===== config.mk =====
export PLATFORM = sky130hd
export DESIGN_NAME = spi24_regs
export DESIGN_NICKNAME = d
export VERILOG_FILES = /design/src/rtl/spi24_pkg.sv /design/src/rtl/spi24_sync.sv /design/src/rtl/spi24_frame.sv /design/src/rtl/spi24_regfile.sv /design/src/rtl/spi24_regs.sv
export SDC_FILE = /design/constraint.sdc
export NUM_CORES = 1
export LEC_CHECK = 0
export ABC_AREA = 0
export BUFFER_PORTS_ARGS = -buffer_cell sky130_fd_sc_hd__buf_2
export CORE_ASPECT_RATIO = 0.9
export CORE_UTILIZATION = 57
export DETAILED_ROUTE_END_ITERATION = 12
export PLACE_DENSITY = 0.79
export SLEW_MARGIN = 20
export SYNTH_ARGS = -nofsm -noshare
export SYNTH_HDL_FRONTEND = slang
export SYNTH_SLANG_ARGS = --single-unit

===== constraint.sdc =====
create_clock -name clk_i -period 2.1 [get_ports clk_i]
set_input_delay 0.21 -clock clk_i [delete_from_list [all_inputs] [get_ports clk_i]]
set_output_delay 0.21 -clock clk_i [all_outputs]
set_load 0.1 [all_outputs]

===== src/rtl/spi24_pkg.sv =====
package spi24_pkg;
  localparam int OP_W   = 2;
  localparam int ADDR_W = 6;
  localparam int CMD_W  = OP_W + ADDR_W;
  localparam int DATA_W = 16;

  typedef enum logic [OP_W-1:0] {
    OP_WR = 2'b00,
    OP_RD = 2'b01,
    OP_RC = 2'b10,
    OP_ID = 2'b11
  } spi_op_e;

  localparam logic [ADDR_W-1:0] A_CTRL = 6'h00;
  localparam logic [ADDR_W-1:0] A_STAT = 6'h10;
  localparam logic [ADDR_W-1:0] A_CFG  = 6'h3F;

  localparam logic [DATA_W-1:0] CTRL_MASK = 16'h03DF;
  localparam logic [DATA_W-1:0] CFG_MASK  = 16'hFFF8;
  localparam logic [DATA_W-1:0] STAT_MASK = 16'h01EC;

  function automatic logic [7:0] id_value(logic [ADDR_W-1:0] a);
    case (a)
      6'h00:   return 8'h43;
      6'h01:   return 8'h01;
      6'h02:   return 8'h75;
      6'h03:   return 8'h35;
      6'h3E:   return 8'h02;
      default: return 8'h00;
    endcase
  endfunction
endpackage


===== src/rtl/spi24_sync.sv =====
module spi24_sync #(
  parameter int          N       = 3,
  parameter int          STAGES  = 2,
  parameter logic [N-1:0] RST_VAL = '0
) (
  input  logic         clk_i,
  input  logic         rst_ni,
  input  logic [N-1:0] in_i,
  output logic [N-1:0] lvl_o
);
  for (genvar g = 0; g < N; g++) begin : g_bit
    logic [STAGES-1:0] sh;
    if (STAGES == 1) begin : g_one
      always_ff @(posedge clk_i or negedge rst_ni)
        if (!rst_ni) sh <= RST_VAL[g];
        else         sh <= in_i[g];
    end else begin : g_many
      always_ff @(posedge clk_i or negedge rst_ni)
        if (!rst_ni) sh <= {STAGES{RST_VAL[g]}};
        else         sh <= {sh[STAGES-2:0], in_i[g]};
    end
    assign lvl_o[g] = sh[STAGES-1];
  end
endmodule


===== src/rtl/spi24_frame.sv =====
module spi24_frame
  import spi24_pkg::*;
#(
  parameter int FRAME_W = CMD_W + DATA_W,
  parameter int CNT_W   = $clog2(FRAME_W + 2)
) (
  input  logic               clk_i,
  input  logic               rst_ni,
  input  logic               csn_s_i,
  input  logic               sclk_s_i,
  input  logic               sdi_s_i,
  input  logic [CMD_W-1:0]   status_i,
  input  logic [DATA_W-1:0]  rd_data_i,
  output logic               cs_rise_o,
  output logic [CNT_W-1:0]   cnt_o,
  output logic [FRAME_W-1:0] frame_o,
  output logic [CMD_W-1:0]   peek_o,
  output logic               sdo_o,
  output logic               sdo_oe_o
);
  localparam logic [CNT_W-1:0] CNT_SAT  = '1;
  localparam logic [CNT_W-1:0] CNT_DATA = CNT_W'(CMD_W - 1);

  logic prev_cs_q, prev_sclk_q;
  logic cs_act, cs_fall, sclk_rise, sclk_fall;
  logic [CNT_W-1:0]   cnt_q;
  logic [FRAME_W-1:0] rx_q, tx_q;
  logic               loaded_q;

  always_ff @(posedge clk_i or negedge rst_ni)
    if (!rst_ni) begin
      prev_cs_q   <= 1'b1;
      prev_sclk_q <= 1'b0;
    end else begin
      prev_cs_q   <= csn_s_i;
      prev_sclk_q <= sclk_s_i;
    end

  assign cs_act    = ~csn_s_i;
  assign cs_rise_o = csn_s_i & ~prev_cs_q;
  assign cs_fall   = ~csn_s_i & prev_cs_q;
  assign sclk_rise = cs_act & sclk_s_i & ~prev_sclk_q;
  assign sclk_fall = cs_act & ~sclk_s_i & prev_sclk_q;

  // bit counter and receive shifter
  always_ff @(posedge clk_i or negedge rst_ni)
    if (!rst_ni) begin
      cnt_q <= '0;
      rx_q  <= '0;
    end else if (cs_rise_o || cs_fall) begin
      cnt_q <= '0;
    end else if (sclk_rise) begin
      rx_q <= {rx_q[FRAME_W-2:0], sdi_s_i};
      if (cnt_q != CNT_SAT) cnt_q <= cnt_q + 1'b1;
    end

  // response shifter: status at first edge, register data once the command is in
  always_ff @(posedge clk_i or negedge rst_ni)
    if (!rst_ni) begin
      tx_q     <= '0;
      loaded_q <= 1'b0;
    end else if (cs_rise_o || cs_fall) begin
      loaded_q <= 1'b0;
    end else if (sclk_rise) begin
      if (cnt_q == '0) begin
        tx_q     <= {status_i, {DATA_W{1'b0}}};
        loaded_q <= 1'b1;
      end else if (cnt_q == CNT_DATA) begin
        tx_q[FRAME_W-2 -: DATA_W] <= rd_data_i;
      end
    end else if (sclk_fall && loaded_q) begin
      tx_q <= {tx_q[FRAME_W-2:0], 1'b0};
    end

  assign cnt_o    = cnt_q;
  assign frame_o  = rx_q;
  assign peek_o   = {rx_q[CMD_W-2:0], sdi_s_i};
  assign sdo_o    = loaded_q ? tx_q[FRAME_W-1] : status_i[CMD_W-1];
  assign sdo_oe_o = cs_act;
endmodule


===== src/rtl/spi24_regfile.sv =====
module spi24_regfile
  import spi24_pkg::*;
#(
  parameter int FRAME_W = CMD_W + DATA_W,
  parameter int CNT_W   = $clog2(FRAME_W + 2)
) (
  input  logic               clk_i,
  input  logic               rst_ni,
  input  logic               commit_i,
  input  logic [CNT_W-1:0]   cnt_i,
  input  logic [FRAME_W-1:0] frame_i,
  input  logic [CMD_W-1:0]   peek_i,
  input  logic               tsd_i,
  input  logic               nrdy_i,
  input  logic [DATA_W-1:0]  stat_set_i,
  output logic [DATA_W-1:0]  rd_data_o,
  output logic [CMD_W-1:0]   status_o,
  output logic [DATA_W-1:0]  ctrl_o,
  output logic [DATA_W-1:0]  cfg_o
);
  localparam logic [CNT_W-1:0] CNT_FULL = CNT_W'(FRAME_W);

  logic [DATA_W-1:0] ctrl_q, cfg_q, stat_q;
  logic              tf_q, resb_q;

  spi_op_e           p_op, f_op;
  logic [ADDR_W-1:0] p_addr, f_addr;
  logic [DATA_W-1:0] f_data;
  logic              full, ones, bad, wr_ok, clr_stat, uov, flt;

  assign p_op   = spi_op_e'(peek_i[CMD_W-1 -: OP_W]);
  assign p_addr = peek_i[ADDR_W-1:0];
  assign f_op   = spi_op_e'(frame_i[FRAME_W-1 -: OP_W]);
  assign f_addr = frame_i[FRAME_W-OP_W-1 -: ADDR_W];
  assign f_data = frame_i[DATA_W-1:0];

  always_comb begin
    rd_data_o = '0;
    if (p_op == OP_ID) begin
      rd_data_o = {id_value(p_addr), 8'h00};
    end else begin
      case (p_addr)
        A_CTRL:  rd_data_o = ctrl_q;
        A_STAT:  rd_data_o = stat_q;
        A_CFG:   rd_data_o = cfg_q;
        default: rd_data_o = '0;
      endcase
    end
  end

  assign full     = commit_i && (cnt_i == CNT_FULL);
  assign ones     = &frame_i;
  assign bad      = commit_i && (cnt_i != CNT_FULL) && (cnt_i != '0);
  assign wr_ok    = full && !ones && (f_op == OP_WR);
  assign clr_stat = full && (ones || (f_op == OP_RC && f_addr == A_STAT));

  always_ff @(posedge clk_i or negedge rst_ni)
    if (!rst_ni) begin
      ctrl_q <= '0;
      cfg_q  <= '0;
      stat_q <= '0;
      tf_q   <= 1'b0;
      resb_q <= 1'b0;
    end else begin
      if (bad)       tf_q <= 1'b1;
      else if (full) tf_q <= 1'b0;
      if (full) resb_q <= !ones;
      if (full && ones) begin
        ctrl_q <= '0;
        cfg_q  <= '0;
      end else if (wr_ok) begin
        if (f_addr == A_CTRL) ctrl_q <= f_data & CTRL_MASK;
        if (f_addr == A_CFG)  cfg_q  <= f_data & CFG_MASK;
      end
      // new events win over a same-cycle clear
      stat_q <= (clr_stat ? '0 : stat_q) | (stat_set_i & STAT_MASK);
    end

  assign uov      = |stat_q;
  assign flt      = tf_q | ~resb_q | tsd_i | uov | nrdy_i;
  assign status_o = {flt, tf_q, resb_q, tsd_i, 1'b0, uov, 1'b0, nrdy_i};
  assign ctrl_o   = ctrl_q;
  assign cfg_o    = cfg_q;
endmodule


===== src/rtl/spi24_regs.sv =====
module spi24_regs
  import spi24_pkg::*;
#(
  parameter int SYNC_STAGES = 2
) (
  input  logic              clk_i,
  input  logic              rst_ni,
  input  logic              csn_i,
  input  logic              sclk_i,
  input  logic              sdi_i,
  input  logic              tsd_i,
  input  logic              nrdy_i,
  input  logic [DATA_W-1:0] stat_set_i,
  output logic              sdo_o,
  output logic              sdo_oe_o,
  output logic [DATA_W-1:0] ctrl_o,
  output logic [DATA_W-1:0] cfg_o
);
  localparam int FRAME_W = CMD_W + DATA_W;
  localparam int CNT_W   = $clog2(FRAME_W + 2);

  logic [2:0]         pins_s;
  logic               cs_rise;
  logic [CNT_W-1:0]   bit_cnt;
  logic [FRAME_W-1:0] frame_bits;
  logic [CMD_W-1:0]   peek_cmd, status_byte;
  logic [DATA_W-1:0]  rd_data;

  spi24_sync #(.N(3), .STAGES(SYNC_STAGES), .RST_VAL(3'b100)) u_sync (
    .clk_i  (clk_i),
    .rst_ni (rst_ni),
    .in_i   ({csn_i, sclk_i, sdi_i}),
    .lvl_o  (pins_s)
  );

  spi24_frame #(.FRAME_W(FRAME_W), .CNT_W(CNT_W)) u_frame (
    .clk_i     (clk_i),
    .rst_ni    (rst_ni),
    .csn_s_i   (pins_s[2]),
    .sclk_s_i  (pins_s[1]),
    .sdi_s_i   (pins_s[0]),
    .status_i  (status_byte),
    .rd_data_i (rd_data),
    .cs_rise_o (cs_rise),
    .cnt_o     (bit_cnt),
    .frame_o   (frame_bits),
    .peek_o    (peek_cmd),
    .sdo_o     (sdo_o),
    .sdo_oe_o  (sdo_oe_o)
  );

  spi24_regfile #(.FRAME_W(FRAME_W), .CNT_W(CNT_W)) u_regs (
    .clk_i      (clk_i),
    .rst_ni     (rst_ni),
    .commit_i   (cs_rise),
    .cnt_i      (bit_cnt),
    .frame_i    (frame_bits),
    .peek_i     (peek_cmd),
    .tsd_i      (tsd_i),
    .nrdy_i     (nrdy_i),
    .stat_set_i (stat_set_i),
    .rd_data_o  (rd_data),
    .status_o   (status_byte),
    .ctrl_o     (ctrl_o),
    .cfg_o      (cfg_o)
  );
endmodule


==> key figures, run 1 <==
Timing
  • Hold Fails Final Rpt: 0
  • Slew @ Worst Pin: 534 ps
  • Fin crit share: 108%
  • Clock Skew: 8.51 ps
  • Hold_ws: 23.5 ps
  • Tmin final: 2260 ps
  • Final worst slack: -163 ps
  • Setup violations, final: 1
  • Slew headroom: 64.4%
  • Slew Viols, Final: 0
  • Fmax: 442 MHz
  • RSZ-0062 raised after global routing: yes

Min path
  • Worst hold path type: input pin to register
  • Hold Crit Start: stat_set_i[2]
  • Hold EP: u_regs.stat_q[2]$_DFF_PN0_
  • Hold path depth: 2

Clocking
  • TritonCTS clock tree: built
  • H-tree depth: 3
  • Clock slew at reported path FFs: 90 ps
  • Root Driver: clkbuf_8
  • Max Root-Sink Buffers: 2
  • CTS buffer count: 9
  • Worst-skew pair later-pin latency: 360 ps
  • Clock Sinks: 85

Floorplanning
  • Total Die Area: 0.00731 sq mm
  • Initial Util: 59.7%
  • I/O pin count: 57
  • Die height: 81.2 um
  • Die W: 90.0 um
  • Total core area: 0.00666 sq mm
  • Site Rows: 28

GRT
  • GRT Util Overall: 24.9%
  • GRT overflow: 0
  • Initial antenna violation count: 0
  • Largest net degree at the start of global routing: 53
  • First-pass GRT wire length: 14000 um
  • Vias in the first global route: 2807

Final layout
  • NumNets Final: 434
  • Most frequent cells in the layout: 82 x dfrtp_1, 54 x nor2_1, 34 x buf_2
  • Share of cells above drive strength 1: 29.6%
  • Area growth, synth to finish: 15.6%
  • Non-filler instance count after layout: 502
  • Final core occ: 69.0%
  • Commonest non-fill, non-tap cell in the layout: dfrtp_1
  • Ant. Diodes: 0

Critical path
  • Worst R2R Path Depth: 8
  • Critical path startpoint category: register
  • Slowest stage cell, crit path: or4_4
  • Internal reg-to-reg setup slack: 100 ps
  • Critical path data arrival time: 2050 ps
  • Crit Reg-Reg Endpoint: u_regs.ctrl_o[6]$_DFFE_PN0P_
  • Reg-to-reg startpoint: u_frame.cnt_o[1]$_DFFE_PN0P_
  • Worst setup EP type: output pin
  • CP max stage delay: 540 ps
  • Crit path from: u_regs.stat_q[6]$_DFF_PN0_
  • Crit Path Max Fanout: 2
  • CP Cell Sequence: or4_4 > nor3_2 > buf_4 > nand2_2 > mux2_4 > buf_12
  • Critical Path RT: 1890 ps
  • Crit Path Category: register to output pin

Yosys
  • Leading post-synthesis cells by cell area: dfrtp_1 52%, mux2_2 7.1%, mux2i_1 5.5%
  • Synth area leader: dfrtp_1
  • Netlist cell types: 55
  • Ys async rst share: 100%
  • Mapped Avg Cell Area: 11.3 sq um
  • Flops & latches, synth: 85
  • Synthesized area: 0.00397 sq mm
  • Share of the synthesized area in the top cell type: 51.7%
  • Yosys warns: 0
  • Post-synthesis sequential area ratio: 53.7%
  • Cells after Synth: 352
  • Top_reg_cell synth: dfrtp_1
  • Post-synth EDFFs: 0

Pwr
  • Psw: 1.12 mW
  • Total power: 3.62 mW
  • Flop pwr share: 54.5%
  • Clock network fraction of total power: 30.1%
  • Worst VDD drop: 0.000511 V
  • Leak: 2.23 nW
  • Sw frac: 30.8%
  • Comb power frac: 15.5%
  • PD cells: 789 mW/mm^2
  • Internal: 2.51 mW

Routing
  • DR pass1 iterations: 5
  • Post-DR vias/cell: 5.74
  • Number of routed nets with antenna violations: 0
  • Residual DRC: 0
  • WL/cell: 16.8 um
  • Routed WL: 8460 um
  • Initial DRC count: 300
  • Via count: 2883

Placed design
  • Post-Place Worst Slack: -39.8 ps
  • HPWL after detailed placement: 5970 um
  • Placed instance count: 481
  • Port Buffers: 36
  • GPL Wtd Cong: 0.815

Status
  • Failing checks: negative setup slack
  • Status: finished, violations left

Job
  • Max cap viols: 0
-- through the flow --
step	TNS [ps]	area, sq um
after floorplan	0	4010
after global placement	0	4310
after detailed placement	-75.6	4310
after CTS	-213	4560
after global routing	-253	4590
final	-163	4590
-- layout make-up --
class / instances / area (sq um)
inverter: 8 / 30.0
multi-input combinational: 240 / 1680
timing repair buffer: 63 / 452
clock inverter: 6 / 46.3
fill: 496 / 2070
clock buffer: 10 / 138
tap: 90 / 113
sequential: 85 / 2130
-- cell usage after synthesis (4+ instances only) --
cell type / number
a21o_1: 6
a21oi_1: 12
a222oi_1: 5
a22oi_1: 4
a31oi_1: 8
buf_2: 7
buf_4: 10
buf_6: 4
clkbuf_1: 6
dfrtp_1: 82
ha_1: 4
inv_1: 8
mux2_2: 25
mux2i_1: 22
nand2_1: 18
nand3_1: 5
nand4_1: 4
nor2_1: 54
nor3_1: 5
o21ai_0: 7
-- flip-flops by register name, indices dropped and copies added, names as in the netlist --
name	count
u_frame.cnt_o	5
u_frame.frame_o	24
u_frame.loaded_q	1
u_frame.prev_cs_q	1
u_frame.prev_sclk_q	1
u_frame.tx_q	17
u_regs.cfg_o	13
u_regs.ctrl_o	9
u_regs.resb_q	1
u_regs.stat_q	6
u_regs.tf_q	1
u_sync.g_bit.sh	6
-- worst max-delay path by stage --
stage	end	cells past startpoint	slack, ps
3_3_place_gp	u_frame.tx_q[16]$_DFFE_PN0P_	8	50
2_1_floorplan	u_frame.tx_q[17]$_DFFE_PN0P_	6	50
5_1_grt	sdo_o	6	-250
6_report	sdo_o	6	-160
4_1_cts	sdo_o	6	-210
3_5_place_dp	u_frame.tx_q[15]$_DFFE_PN0P_	8	-40
-- metal layers --
metal,wire length [um],GRT usage (%)
met1,3960,34.2
met2,4020,40.0
met4,67,6.94
met5,0,0
met3,407,6.27
-- logic make-up after synthesis --
group | share of synthesized area, %
AO/OA/AOI/OAI | 11.4
multiplexers | 12.6
flip-flops | 53.7
adder cells (fa/ha/maj) | 1.26
other | 0.0944
AND/OR/NAND/NOR | 14.7
XOR/XNOR | 0.662
buffers and inverters | 5.58
-- power by group through the flow --
stage               clock network (mW)  registers (mW)  logic [mW]
global route                      1.16            1.99       0.622
floorplan                            0            1.94       0.453
CTS                               1.10            1.97       0.560
finish                            1.09            1.97       0.560
detailed placement                   0            2.00       0.544
global placement                     0            1.98       0.520
-- critical path: cells and delay by family, from the launching register on --
kind,cells,cell delay (ps)
simple gates,3,700
flops,1,390
buf+inv,2,320
mux,1,290
-- repair_timing --
action,4_1_cts,5_1_grt
cloned,0,0
hold endpoints to repair,33,0
gates resized for setup,7,5
setup endpoints to repair,12,12
setup buffers,0,1
hold buffers,4,0
pin swaps,0,1
(Power assumes the default switching activity.)
==> run 2, diff against run 1 <==
--- a/config.mk
+++ b/config.mk
@@ -10,6 +10,7 @@
 export CORE_ASPECT_RATIO = 0.9
 export CORE_UTILIZATION = 57
 export DETAILED_ROUTE_END_ITERATION = 12
+export GPL_TIMING_DRIVEN = 0
 export PLACE_DENSITY = 0.79
 export SLEW_MARGIN = 20
 export SYNTH_ARGS = -nofsm -noshare
==> run 2 against run 1 <==
  * Largest power group unchanged
  * First-iteration DRC count fell by 23%
  * Sequential share of layout area fell by 1.1 points
  * Critical endpoint unchanged
  * Critical path type unchanged
  * The run still ends with negative setup slack left
  * Die area is the same
  * Hold slack got worse by 3.7 ps
==> key figures, run 2 (synthesis results as in run 1) <==
Routing
  • Metal2 WL: 4220 um (+4.9%)
  • Highest Signal Layer: met4
  • Met3 routed WL: 570 um (+40%)
  • DR pass1 iterations: 6 (+1)
  • Post-DR vias/cell: 5.80 (+1.0%)
  • Initial DRC count: 231 (-23%)
  • WL/cell: 17.0 um (+0.68%)
  • Met1 wire length: 3790 um (-4.3%)
  • Routed WL: 8720 um (+3.1%)
  • Number of routed nets with antenna violations: 0 (unchanged)
  • Residual DRC: 0 (unchanged)
  • Via count: 2982 (+3.4%)

Final layout
  • Area growth, synth to finish: 18.4%
  • Largest register FFs: 24 (unchanged)
  • Finished Cell Area: 0.00470 sq mm (+2.5%)
  • NumNets Final: 446 (+2.8%)
  • Commonest non-fill, non-tap cell in the layout: dfrtp_1
  • Ant. Diodes: 0 (unchanged)
  • Final core occ: 70.7% (+1.7 points)
  • Share of cells above drive strength 1: 31.4% (+1.8 points)
  • Most frequent cells in the layout: 81 x dfrtp_1, 53 x nor2_1, 35 x buf_2

Floorplanning
  • Die height: 81.2 um (unchanged)
  • I/O pin count: 57 (unchanged)
  • Total core area: 0.00666 sq mm (unchanged)
  • Die W: 90.0 um (unchanged)
  • Initial Util: 59.7% (unchanged)
  • Site Rows: 28 (unchanged)
  • Total Die Area: 0.00731 sq mm (unchanged)

Timing
  • Fmax: 441 MHz (-0.16%)
  • Fin crit share: 108% (+0.17 points)
  • Tmin final: 2270 ps (+3.58 ps)
  • Hold Fails Final Rpt: 0 (unchanged)
  • Final worst slack: -166 ps (-3.58 ps)
  • Clock Skew: 11.0 ps (+2.48 ps)
  • Slew Viols, Final: 0 (unchanged)
  • Slew headroom: 59.8% (-4.6 points)
  • Setup TNS: -166 ps (-3.58 ps)
  • RSZ-0062 raised after global routing: yes
  • Slew @ Worst Pin: 603 ps (+68.6 ps)
  • Setup violations, final: 1 (unchanged)

GRT
  • Initial antenna violation count: 0 (unchanged)
  • First-pass GRT wire length: 14000 um (about the same)
  • GRT overflow: 0 (unchanged)
  • GRT Util Overall: 25.3% (+0.38 points)
  • Largest net degree at the start of global routing: 49 (-7.5%)
  • Vias in the first global route: 2847 (+1.4%)

Critical path
  • Crit Path Category: register to output pin
  • Critical Path RT: 1890 ps (about the same)
  • Critical path startpoint category: register
  • Crit Path Max Fanout: 3 (+1)
  • CP top delay family: simple AND/OR/NAND/NOR gates
  • Reg-to-reg startpoint: u_frame.prev_sclk_q$_DFF_PN0_
  • CP max stage delay: 560 ps (+20 ps)
  • Slowest stage cell, crit path: or4_4
  • Buf/Inv on CP: 1 (-1)
  • Crit path from: u_regs.stat_q[6]$_DFF_PN0_
  • CP Cell Sequence: or4_4 > nor3_4 > nand2_1 > mux2_2 > buf_6
  • Critical path data arrival time: 2060 ps (about the same)
  • Worst setup EP type: output pin

Pwr
  • Clock network fraction of total power: 31.3% (+1.2 points)
  • Sw frac: 29.2% (-1.6 points)
  • Psw: 1.09 mW (-2.5%)
  • PD cells: 792 mW/mm^2 (+0.39%)
  • Internal: 2.64 mW (+5.2%)
  • Leak: 2.30 nW (+2.9%)
  • Flop pwr share: 52.7% (-1.8 points)
  • Total power: 3.72 mW (+2.8%)
  • Comb power frac: 15.9% (+0.4 points)
  • Worst VDD drop: 0.000607 V (+19%)

Min path
  • Worst hold path type: input pin to register
  • Hold Crit Start: stat_set_i[3]

Clocking
  • CTS buffer count: 9 (unchanged)
  • H-tree depth: 3 (unchanged)
  • Root Driver: clkbuf_8
  • Clock slew at reported path FFs: 80 ps (about the same)
  • TritonCTS clock tree: built
  • Worst-skew pair later-pin latency: 360 ps (about the same)
  • Max Root-Sink Buffers: 2 (unchanged)
  • Clock Sinks: 85 (unchanged)

Job
  • Max cap viols: 0 (unchanged)

Placed design
  • GPL Wtd Cong: 0.857 (+5.1%)
  • Port Buffers: 36 (unchanged)
  • Placed inst area: 0.00432 sq mm (+0.20%)
  • HPWL after detailed placement: 6150 um (+3.0%)

Status
  • Failing checks: negative setup slack
  • Status: finished, violations left
-- run 2: cell count changes in the layout (fill, tap and decap cells not counted), sizes merged --
cell and delta:
clkbuf +9, inv -1, clkinv -1, buf +4, bufinv +1
-- run 2: power by group through the flow --
stage               clock, mW  sequential (mW)  combinational [mW]
floorplan                   0             1.94               0.453
global placement            0             1.97               0.547
detailed placement          0             1.98               0.572
CTS                      1.20             1.95               0.583
global route             1.24             1.99               0.659
finish                   1.17             1.96               0.594
-- run 2: area by class of cell --
cell class	count	area (sq um)
Fill cell	485	1950
Buffer	27	215
Inverter	8	30.0
Timing Repair Buffer	48	302
Multi-Input combinational cell	240	1710
Clock inverter	5	58.8
Tap cell	90	113
Sequential cell	85	2130
Clock buffer	11	141
-- run 2: metal layers --
metal  GRT usage, %  vias to the layer above
li1               -                     1376
met1           33.6                     1485
met2           40.8                      108
met3           6.27                       13
met4           9.52                        0
met5              0                        -
-- run 2: metrics by stage --
stage               setup WS, ps  std cells  hold slack (ps)
finish                      -166        514             19.8
floorplan                   52.5        361            -85.6
global placement           -75.0        487              315
detailed placement         -80.0        488              260
CTS                         -189        510             4.22
global route                -250        514             17.5
-- run 2: timing repair --
action / 4_1_cts / 5_1_grt
endpoints found under the setup margin: 40 / 53
buffers inserted: 2 / 4
hold endpoints to repair: 50 / 0
gates resized for setup: 9 / 24
hold buffers: 4 / 0
gates cloned: 0 / 1
pin swaps: 1 / 3
-- run 2: path summary, 6_finish.rpt --
path,slack [ps],cells after the start,endpoint
max in group asynchronous,1030,3,u_frame.prev_cs_q$_DFF_PN1_
min in group asynchronous,390,2,u_frame.frame_o[20]$_DFFE_PN0P_
worst max register to register,60,5,u_frame.frame_o[5]$_DFFE_PN0P_
worst min register to register,350,0,u_sync.g_bit[0].sh[1]$_DFF_PN0_
worst min-delay path,20,2,u_regs.stat_q[3]$_DFF_PN0_
worst max-delay path,-170,5,sdo_o
==> run 3, diff against run 2 <==
--- a/config.mk
+++ b/config.mk
@@ -5,7 +5,7 @@
 export SDC_FILE = /design/constraint.sdc
 export NUM_CORES = 1
 export LEC_CHECK = 0
-export ABC_AREA = 0
+export ABC_AREA = 1
 export BUFFER_PORTS_ARGS = -buffer_cell sky130_fd_sc_hd__buf_2
 export CORE_ASPECT_RATIO = 0.9
 export CORE_UTILIZATION = 57
==> run 3 against run 2 <==
  * Hold slack better by 5.8 ps
  * Total power is 7.5% higher
  * The run now ends clean
  * Critical path type is now register to register
  * Synthesized cell count is 49% higher
==> key figures, run 3 <==
Status
  • Status: complete, no violations

Yosys
  • Count leader, synth: nand2_1
  • Top_reg_cell synth: dfrtp_1
  • Netlist cell types: 32 (-42%)
  • Mapped Avg Cell Area: 7.94 sq um (-30%)
  • Synth cell count leaders: 126 x nand2_1, 82 x dfrtp_1, 67 x nand3_1
  • Cells after Synth: 524 (+49%)
  • Ys async rst share: 100% (unchanged)
  • Share of the synthesized area in the top cell type: 49.3% (-2.4 points)
  • Post-synthesis sequential area ratio: 51.2% (-2.5 points)
  • Leading post-synthesis cells by cell area: dfrtp_1 49%, nand2_1 11%, nand3_1 8.1%
  • Flops & latches, synth: 85 (unchanged)
  • Post-synth EDFFs: 0 (unchanged)
  • Yosys warns: 0 (unchanged)
  • Synth area leader: dfrtp_1
  • Synthesized area: 0.00416 sq mm (+4.8%)

Timing
  • Tmin final: 1950 ps (-318 ps)
  • Fmax: 513 MHz (+16%)
  • Slew @ Worst Pin: 566 ps (-36.8 ps)
  • Slew headroom: 62.3% (+2.5 points)
  • Setup violations, final: 0 (-1)
  • Hold_ws: 25.6 ps (+5.75 ps)
  • RSZ-0062 raised after global routing: no
  • Slew Viols, Final: 0 (unchanged)
  • Hold Fails Final Rpt: 0 (unchanged)
  • Clock Skew: 13.4 ps (+2.42 ps)
  • Setup TNS: 0 ps (+166 ps)
  • Fin crit share: 92.8% (-15 points)

Final layout
  • Register area: 0.00213 sq mm (about the same)
  • Non-filler instance count after layout: 683 (+33%)
  • Finished Cell Area: 0.00477 sq mm (+1.4%)
  • Largest register FFs: 24 (unchanged)
  • Commonest non-fill, non-tap cell in the layout: nand2_1
  • Area growth, synth to finish: 14.6%
  • Share of cells above drive strength 1: 16.4% (-15 points)
  • NumNets Final: 612 (+37%)
  • Fillers: 610 (+26%)
  • Multi-input gate area: 0.00173 sq mm (+0.80%)
  • Most frequent cells in the layout: 125 x nand2_1, 82 x dfrtp_1, 67 x nand3_1
  • Ant. Diodes: 0 (unchanged)

Critical path
  • Slowest stage cell, crit path: dfrtp_1
  • Internal reg-to-reg setup slack: 150 ps (+90 ps)
  • Critical Path RT: 2350 ps (+460 ps)
  • Crit Path Max Fanout: 10 (+7)
  • Crit Path Category: register to register
  • Buf/Inv on CP: 3 (+2)
  • Worst setup EP type: register
  • Cell mode on critical path: nand2_1
  • CP max stage delay: 410 ps (-150 ps)
  • Critical path data arrival time: 2200 ps (+140 ps)
  • Critical path startpoint category: register
  • CP top delay family: simple AND/OR/NAND/NOR gates
  • CP Cell Sequence: inv_1 > ha_1 > nand2_1 > nor2_2 > nand2_1 > nor2_4 > buf_2 > o21ai_0 > nand2_1 > inv_1

Routing
  • Residual DRC: 0 (unchanged)
  • Via count: 3712 (+24%)
  • Routed WL: 10100 um (+15%)
  • DR pass1 iterations: 5 (-1)
  • Post-DR vias/cell: 5.43 (-6.3%)
  • Number of routed nets with antenna violations: 0 (unchanged)
  • Initial DRC count: 308 (+33%)
  • WL/cell: 14.7 um (-13%)

Clocking
  • H-tree depth: 3 (unchanged)
  • CTS buffer count: 9 (unchanged)
  • Clock slew at reported path FFs: 90 ps (about the same)
  • Root Driver: clkbuf_8
  • Clock Sinks: 85 (unchanged)
  • TritonCTS clock tree: built
  • Worst-skew pair later-pin latency: 360 ps (about the same)
  • Max Root-Sink Buffers: 2 (unchanged)

GRT
  • First-pass GRT wire length: 16600 um (+19%)
  • GRT overflow: 0 (unchanged)
  • Vias in the first global route: 3529 (+24%)
  • Largest net degree at the start of global routing: 61 (+24%)
  • GRT Util Overall: 28.0% (+2.7 points)
  • Initial antenna violation count: 0 (unchanged)

Placed design
  • Placed inst area: 0.00452 sq mm (+4.7%)
  • Placed instance count: 663 (+36%)
  • HPWL after detailed placement: 7370 um (+20%)
  • Port Buffers: 36 (unchanged)
  • GPL Wtd Cong: 0.922 (+7.7%)

Floorplanning
  • Initial Util: 58.8% (-0.83 points)
  • Die W: 92.1 um (+2.3%)
  • I/O pin count: 57 (unchanged)
  • Total Die Area: 0.00765 sq mm (+4.7%)
  • Die height: 83.1 um (+2.3%)
  • Total core area: 0.00708 sq mm (+6.3%)
  • Site Rows: 29 (+3.6%)

Min path
  • Worst hold path type: input pin to register

Pwr
  • PD cells: 840 mW/mm^2 (+6.0%)
  • Leak: 2.50 nW (+8.7%)
  • Worst VDD drop: 0.000546 V (-10%)

Job
  • Max cap viols: 0 (unchanged)
run 3: power breakdown:
part	internal, mW	switching [mW]
combinational	0.259	0.535
clock	0.470	0.603
sequential	1.91	0.233
run 3: logic make-up after synthesis:
kind of cell,share of synthesized area [%]
buffers and inverters,8.72
other,0.0901
AO/OA/AOI/OAI,8.96
AND/OR/NAND/NOR,29.8
flip-flops,51.2
adder cells (fa/ha/maj),1.20
run 3: what timing repair did:
item | 4_1_cts | 5_1_grt
hold buffers | 4 | 0
setup buffers | 0 | 0
gates resized for setup | 0 | 4
setup endpoints to repair | 0 | 9
hold endpoints to repair | 28 | 0
run 3: routing by layer:
| layer | track usage (%) | vias up | wire length, um | share of wire [%] |
|---|---|---|---|---|
| li1 | - | 1794 | - | - |
| met1 | 37.7 | 1766 | 4360 | 43 |
| met2 | 44.3 | 135 | 4870 | 48 |
| met3 | 7.33 | 17 | 691 | 6.9 |
| met4 | 9.23 | 0 | 144 | 1.4 |
| met5 | 0 | - | 0 | 0 |
run 3: final timing paths:
path	startpoint	end	cells after the start
min	stat_set_i[8]	u_regs.stat_q[8]$_DFF_PN0_	3
min reg2reg	u_sync.g_bit[0].sh[0]$_DFF_PN0_	u_sync.g_bit[0].sh[1]$_DFF_PN0_	0
max	u_frame.cnt_o[0]$_DFFE_PN0P_	u_regs.cfg_o[12]$_DFFE_PN0P_	10
min in group asynchronous	rst_ni	u_frame.tx_q[20]$_DFFE_PN0P_	2
max in group asynchronous	rst_ni	u_sync.g_bit[2].sh[0]$_DFF_PN1_	3
max reg2reg	u_frame.cnt_o[0]$_DFFE_PN0P_	u_regs.cfg_o[12]$_DFFE_PN0P_	10
run 3: worst register-to-register path, delay by kind of cell (launching register included):
kind / cells / cell delay [ps]
fa+ha+maj: 1 / 180
compound gates: 1 / 110
flops: 1 / 410
buf+inv: 3 / 410
simple gates: 5 / 740
run 3: cell type report:
class,instances,area share (%)
Clock inverter,6,0.997
Tap cell,93,2.44
Inverter,54,4.27
Timing Repair Buffer,41,5.25
Multi-Input combinational cell,368,36.2
Buffer,26,3.33
Sequential cell,85,44.7
Clock buffer,10,2.88
run 3: metrics by stage:
stage	setup WS (ps)	total power, mW	utilization (%)
detailed placement	149	2.93	63.9
finish	152	4.01	67.4
floorplan	103	2.70	-
global placement	161	2.87	63.5
CTS	137	4.00	67.1
global route	12.2	4.23	67.4
